<file path="src/rtl/ckout_pkg.sv">
// Package: shared field layout for the clock-output control register.
// Assumes the 8-bit register layout below is fixed by software.
package ckout_pkg;

    localparam int CFG_W = 8;

    // Control register fields, most significant first (bits 7:5, 4, 3:1, 0).
    typedef struct packed {
        logic [2:0] pre_code;   // pre-divisor code, fast path only
        logic       fast_sel;   // 1: fast strobe train, 0: slow train
        logic [2:0] post_exp;   // post-divider exponent n
        logic       en;         // channel output enable
    } ckout_cfg_t;

endpackage

</file>
<file path="src/rtl/ckout_regs.sv">
// Module: ckout_regs
// Holds one control register per channel at consecutive addresses from
// BASE_ADDR. It emits a one-cycle write pulse to the written channel.
// Reads are combinational, and out-of-range accesses return zero.
// Assumes: a single write port, with no byte enables.
module ckout_regs #(
    parameter int unsigned          NUM_CH    = 3,
    parameter int unsigned          ADDR_W    = 8,
    parameter logic [ADDR_W-1:0]    BASE_ADDR = 8'h10
) (
    input  logic                                   clk,
    input  logic                                   rst_n,
    input  logic                                   wr_en,
    input  logic [ADDR_W-1:0]                      addr,
    input  logic [ckout_pkg::CFG_W-1:0]            wdata,
    output logic [ckout_pkg::CFG_W-1:0]            rdata,
    output logic [NUM_CH-1:0][ckout_pkg::CFG_W-1:0] cfg_q,
    output logic [NUM_CH-1:0]                      ch_wr
);
    import ckout_pkg::*;

    logic [NUM_CH-1:0] hit;

    for (genvar i = 0; i < NUM_CH; i++) begin : g_slot
        // Address decode for channel i.
        assign hit[i]   = (addr == (BASE_ADDR + ADDR_W'(i)));
        assign ch_wr[i] = wr_en & hit[i];

        // Storage for channel i's control register.
        always_ff @(posedge clk) begin
            if (!rst_n)
                cfg_q[i] <= '0;
            else if (ch_wr[i])
                cfg_q[i] <= wdata;
        end

        assert_store_R1: assert property (@(posedge clk) disable iff (!rst_n)
            ch_wr[i] |=> (cfg_q[i] == $past(wdata)));
    end

    // Read mux: returns the addressed register, or zero when no slot matches.
    always_comb begin
        rdata = '0;
        for (int k = 0; k < NUM_CH; k++)
            if (hit[k]) rdata = cfg_q[k];
    end

    assert_outside_ignored_R2: assert property (@(posedge clk) disable iff (!rst_n)
        (wr_en && (hit == '0)) |=> $stable(cfg_q));

endmodule

</file>
<file path="src/rtl/ckout_ratio.sv">
// Module: ckout_ratio
// Turns the divider fields into a half-period count limit (the half period
// minus one) and a flag for unit division. The pre-divisor is applied only
// on the fast path.
// Assumes: PRE_TOP is even and at least 64, so every ratio above 1 is even.
module ckout_ratio #(
    parameter int unsigned PRE_TOP = 122,
    parameter int unsigned PRE_W   = $clog2(PRE_TOP + 1),
    parameter int unsigned FULL_W  = PRE_W + 7,
    parameter int unsigned HALF_W  = FULL_W - 1
) (
    input  logic [2:0]        pre_code,
    input  logic              fast_sel,
    input  logic [2:0]        post_exp,
    output logic [HALF_W-1:0] half_m1,
    output logic              unit_mode
);
    logic [PRE_W-1:0]  pre_val;
    logic [FULL_W-1:0] full;

    // Pre-divisor: power of two per code, top code maps to PRE_TOP, 1 on slow path.
    always_comb begin
        if (!fast_sel)
            pre_val = PRE_W'(1);
        else if (pre_code == 3'd7)
            pre_val = PRE_W'(PRE_TOP);
        else
            pre_val = PRE_W'(1) << pre_code;
    end

    // Total ratio and the half-period limit derived from it.
    always_comb begin
        full      = FULL_W'(pre_val) << post_exp;
        unit_mode = (full == FULL_W'(1));
        half_m1   = full[FULL_W-1:1] - HALF_W'(1);
    end

endmodule

</file>
<file path="src/rtl/ckout_channel.sv">
// Module: ckout_channel
// One output channel. It counts strobes on the selected train and toggles
// the pin every half period. It pulses for one cycle per strobe when the
// ratio is 1. A write pulse or a clear enable resets the count and drives
// the pin low.
// Assumes: strobes are single-cycle and synchronous to clk.
module ckout_channel #(
    parameter int unsigned PRE_TOP = 122
) (
    input  logic                    clk,
    input  logic                    rst_n,
    input  ckout_pkg::ckout_cfg_t   cfg,
    input  logic                    cfg_wr,
    input  logic                    slow_stb,
    input  logic                    fast_stb,
    output logic                    ck_out
);
    import ckout_pkg::*;

    localparam int unsigned PRE_W  = $clog2(PRE_TOP + 1);
    localparam int unsigned FULL_W = PRE_W + 7;
    localparam int unsigned HALF_W = FULL_W - 1;

    logic [HALF_W-1:0] half_m1;
    logic              unit_mode;
    logic              src_stb;
    logic [HALF_W-1:0] cnt;
    logic              out_q;

    ckout_ratio #(
        .PRE_TOP (PRE_TOP),
        .PRE_W   (PRE_W),
        .FULL_W  (FULL_W),
        .HALF_W  (HALF_W)
    ) u_ratio (
        .pre_code  (cfg.pre_code),
        .fast_sel  (cfg.fast_sel),
        .post_exp  (cfg.post_exp),
        .half_m1   (half_m1),
        .unit_mode (unit_mode)
    );

    // Source select between the two strobe trains.
    assign src_stb = cfg.fast_sel ? fast_stb : slow_stb;

    // Half-period counter and output toggle flop.
    always_ff @(posedge clk) begin
        if (!rst_n || cfg_wr || !cfg.en) begin
            cnt   <= '0;
            out_q <= 1'b0;
        end else if (unit_mode) begin
            cnt   <= '0;
            out_q <= src_stb;
        end else if (src_stb) begin
            if (cnt == half_m1) begin
                cnt   <= '0;
                out_q <= ~out_q;
            end else begin
                cnt   <= cnt + HALF_W'(1);
            end
        end
    end

    assign ck_out = out_q;

    assert_disabled_low_R3: assert property (@(posedge clk) disable iff (!rst_n)
        !cfg.en |-> !out_q);

    assert_idle_hold_R4: assert property (@(posedge clk) disable iff (!rst_n)
        (!src_stb && !cfg_wr && !unit_mode) |=> ($stable(out_q) && $stable(cnt)));

    assert_cnt_in_range_R8: assert property (@(posedge clk) disable iff (!rst_n)
        !unit_mode |-> (cnt <= half_m1));

    assert_unit_pulse_R9: assert property (@(posedge clk) disable iff (!rst_n)
        (unit_mode && $rose(out_q)) |-> $past(src_stb));

    assert_write_restart_R10: assert property (@(posedge clk) disable iff (!rst_n)
        cfg_wr |=> (!out_q && (cnt == '0)));

endmodule

</file>
<file path="src/rtl/ckout_top.sv">
// Module: ckout_top
// Register block plus NUM_CH identical divider channels sharing the two
// reference strobe trains.
// Assumes: both strobe trains and the register port are in the clk domain.
module ckout_top #(
    parameter int unsigned       NUM_CH    = 3,
    parameter int unsigned       ADDR_W    = 8,
    parameter logic [ADDR_W-1:0] BASE_ADDR = 8'h10,
    parameter int unsigned       PRE_TOP   = 122
) (
    input  logic              clk,
    input  logic              rst_n,
    input  logic              slow_stb,
    input  logic              fast_stb,
    input  logic              reg_wr,
    input  logic [ADDR_W-1:0] reg_addr,
    input  logic [7:0]        reg_wdata,
    output logic [7:0]        reg_rdata,
    output logic [NUM_CH-1:0] ck_out
);
    import ckout_pkg::*;

    logic [NUM_CH-1:0][CFG_W-1:0] cfg_q;
    logic [NUM_CH-1:0]            ch_wr;

    ckout_regs #(
        .NUM_CH    (NUM_CH),
        .ADDR_W    (ADDR_W),
        .BASE_ADDR (BASE_ADDR)
    ) u_regs (
        .clk   (clk),
        .rst_n (rst_n),
        .wr_en (reg_wr),
        .addr  (reg_addr),
        .wdata (reg_wdata),
        .rdata (reg_rdata),
        .cfg_q (cfg_q),
        .ch_wr (ch_wr)
    );

    for (genvar i = 0; i < NUM_CH; i++) begin : g_ch
        ckout_channel #(
            .PRE_TOP (PRE_TOP)
        ) u_ch (
            .clk      (clk),
            .rst_n    (rst_n),
            .cfg      (ckout_cfg_t'(cfg_q[i])),
            .cfg_wr   (ch_wr[i]),
            .slow_stb (slow_stb),
            .fast_stb (fast_stb),
            .ck_out   (ck_out[i])
        );
    end

    assert_one_target_R11: assert property (@(posedge clk) disable iff (!rst_n)
        $onehot0(ch_wr));

endmodule

</file>
<file path="config.mk">
export PLATFORM = sky130hd
export DESIGN_NAME = ckout_top
export DESIGN_NICKNAME = d
export VERILOG_FILES = /design/src/rtl/ckout_pkg.sv /design/src/rtl/ckout_regs.sv /design/src/rtl/ckout_ratio.sv /design/src/rtl/ckout_channel.sv /design/src/rtl/ckout_top.sv
export SDC_FILE = /design/constraint.sdc
export NUM_CORES = 1
export LEC_CHECK = 0
export ABC_AREA = 1
export CAP_MARGIN = 5
export CORE_MARGIN = 8
export CORE_UTILIZATION = 55
export DETAILED_ROUTE_END_ITERATION = 16
export GPL_TIMING_DRIVEN = 0
export PLACE_DENSITY_LB_ADDON = 0.2
export RECOVER_POWER = 100
export SYNTH_ARGS = -nofsm -noshare
export SYNTH_HDL_FRONTEND = slang
export SYNTH_SLANG_ARGS = --single-unit
</file>
<file path="constraint.sdc">
create_clock -name clk -period 3 [get_ports clk]
set_input_delay 0.6 -clock clk [delete_from_list [all_inputs] [get_ports clk]]
set_output_delay 0.6 -clock clk [all_outputs]
set_load 0.01 [all_outputs]
</file>
==> run_results.csv <==
group,metric,value,unit
status,outcome,"complete, no violations",
clock_network,clk_pin_slew,50,ps
global_routing,grt_pass1_vias,6140,
clock_network,cts_tree,"built",
setup_path,path_class,"primary input to output port",
final_layout,regArea,0.00132,mm²
sta,drv_slew,0,
clock_network,cts-hold-fix-buffers,0,
yosys,synth_area_leaders,"dfxtp_1 (21%), nand2_1 (18%), nand3_1 (11%)",
clock_network,clk_path_buf_depth,2,
sta,worst_pin_slew,620,ps
drt,drtIter0Drc,560,
placement,place_congestion,0.919,
die,die_h,122,µm
yosys,yosysTopAreaCell,"dfxtp_1",
power_and_ir_drop,power_density,288,mW/mm²
sta,hold_viol_final,0,
final_layout,multi_input_area,0.00419,mm²
drt,wl_per_cell,12.9,µm
yosys,yosysMostFrequentCell,"nand2_1",
die,die-area,0.0150,mm²
yosys,ys_ff_latch,66,
yosys,async_reset_ff_frac,0,
drt,num_vias,6717,
setup_path,crit_arrival,2310,ps
global_routing,grt_usage,0.220,
power_and_ir_drop,p_leak,3.50,nW
die,fp.dieW,122,µm
clock_network,clock-sinks,66,
yosys,synth_warnings,0,
global_routing,met1_usage,0.262,
sta,fin_worst_skew,8.47,ps
placement,dpl.hpwl,12600,µm
yosys,yosys-top-cells-count,"nand2_1 (305), inv_1 (143), nand3_1 (137)",
sta,setup_viol,0,
drt,viasPerCell,5.35,
yosys,synth_mux_area_frac,0,
setup_path,required,2400,ps
global_routing,grt_max_degree,12,
yosys,syn_area,0.00623,mm²
yosys,synth-xor-area-share,0.0534,
drt,drtAntennaViolNets,0,
yosys,synth.avg_cell_area,5.90,µm²
yosys,synthAdderAreaFrac,0.0120,
setup_path,endpoint_kind,"output port",
global_routing,grtUsageMet3,0.0373,
sta,min_period_over_period,0.971,
global_routing,grt_util_met2,0.374,
final_layout,syn2layout_area_growth,14.5,%
final_layout,antennaDiodeCount,0,
yosys,syn_nets,1084,
die,std_cell_rows,39,
global_routing,grt_pass1_wl,27200,µm
final_layout,fin_nets,1135,
yosys,synthSimpleGateAreaFrac,0.503,
global_routing,overflow,0,
global_routing,busiest_layer,"met2",
drt,firstDrtPassIters,6,
yosys,synth-compound-area-share,0.0922,
die,pin_count,32,
job,drv_cap,0,
setup_path,cp_slowest_cell,"clkdlybuf4s50_1",
final_layout,drive_above_1_share,0.141,
final_layout,fin_util,0.636,
power_and_ir_drop,ir_worst_vdd,317,µV
drt,route.detailed.drc,0,
placement,place_inst,1231,
sta,max_freq,0.343,GHz
yosys,synth_top_area_frac,0.212,
yosys,synth_seq_area_share,0.212,
clock_network,cts_buffers,9,
min_path,min-delay-path-class,"flip-flop to flip-flop",
sta,slew-limit-headroom,0.582,
yosys,synth_cell_types,45,
die,start_util,0.555,
setup_path,path_max_fanout,9,
placement,portBuffers,31,
setup_path,crit_chain,"clkdlybuf4s50_1, or2_4, nor4_4, inv_1, o221ai_1, dlygate4sd2_1",
yosys,synth_top_family_by_area,"simple AND/OR/NAND/NOR gates",
final_layout,final_cells,1255,
global_routing,antenna_found_initial,0,
yosys,syn_inst,1057,
clock_network,h-tree-depth,3,
yosys,synth-edff-count,0,
drt,wl,16200,µm
sta,min_period,2910,ps
setup_path,cp-start-kind,"primary input",
die,core_region_area,0.0112,mm²
clock_network,clk_latency,350,ps
final_layout,fill_cells,1103,
power_and_ir_drop,power,2.05,mW
setup_path,max_stage_delay,390,ps
clock_network,cts-root-buf,"clkbuf_16",
yosys,ys.flop_type,"dfxtp_1",
==> registers in the layout, indices dropped and copies added (netlist names) <==
register,cells
u_regs.cfg_q,24
g_ch.u_ch.cnt,39
g_ch.u_ch.ck_out,3
==> what timing repair did <==
item | in CTS | in global routing
pin swaps | 6 | 3
cloned | 0 | 0
buffers inserted | 5 | 4
setup endpoints to repair | 8 | 40
resized for setup | 45 | 16
==> worst paths after layout <==
kind,slack (ps),from,to,depth (start not counted)
worst min register to register,510,g_ch[1].u_ch.ck_out,g_ch[1].u_ch.ck_out,2
worst min-delay path,510,g_ch[1].u_ch.ck_out,g_ch[1].u_ch.ck_out,2
worst max-delay path,90,reg_addr[3],reg_rdata[3],6
worst max register to register,220,u_regs.cfg_q[4],g_ch[0].u_ch.cnt[10],20
==> layout make-up <==
class                           count  area share
Clock buffer                       10      0.0335
Buffer                             28      0.0254
Sequential cell                    66       0.186
Clock inverter                      5     0.00772
Tap cell                          143      0.0251
Inverter                          166      0.0873
Multi-Input combinational cell    797       0.587
Timing Repair Buffer               40      0.0486
==> kinds of logic (layout without fill, tap and decap cells) <==
kind of cell	Yosys count	after routing
adder cells (fa/ha/maj)	6	6
AO/OA/AOI/OAI	101	101
buffers and inverters	194	249
XOR/XNOR	38	38
flip-flops	66	66
AND/OR/NAND/NOR	652	652
==> cell usage in the layout (no fill, tap or decap), types with 7 or more instances in the layout <==
cell,Yosys,layout
nand2_1,305,305
inv_1,143,140
nand3_1,137,137
nor2_1,75,77
dfxtp_1,66,64
o21ai_0,41,38
xor2_1,36,36
nand4_1,35,35
a21oi_1,34,33
inv_2,22,25
nand2_2,24,24
nand3_2,18,18
clkdlybuf4s50_1,0,16
buf_4,9,14
clkbuf_1,8,11
nor2_4,7,10
nor2_2,15,10
o21ai_1,6,9
clkbuf_16,0,9
nor3_1,5,8
buf_2,8,8
o221ai_1,7,7
dlygate4sd2_1,0,7
==> worst max-delay path, delay by kind of cell <==
family,cells,cell delay [ps]
AO/OA/AOI/OAI,1,250
buffers and inverters,3,910
AND/OR/NAND/NOR,2,550
==> routing by layer <==
| layer | vias up | wire, µm |
|---|---|---|
| li1 | 3507 | - |
| met1 | 2977 | 7110 |
| met2 | 187 | 7850 |
| met3 | 46 | 712 |
| met4 | 0 | 562 |
| met5 | - | 0 |
==> through the flow <==
step	setup slack (ps)	hold slack [ps]	setup TNS (ps)	area [µm²]
6_report	85.8	515	0	7130
2_1_floorplan	346	480	0	6230
3_5_place_dp	-1020	508	-9890	6720
3_3_place_gp	-1040	512	-10480	6720
5_1_grt	-6.35	552	-8.85	7130
4_1_cts	23.7	521	0	7110
==> power breakdown <==
group	switching, mW	internal (mW)	leakage, nW	total, mW
clock	0.408	0.658	0.140	1.07
sequential	0.000808	0.877	0.532	0.878
combinational	0.0640	0.0461	2.83	0.110
(Power assumes the default switching activity.)
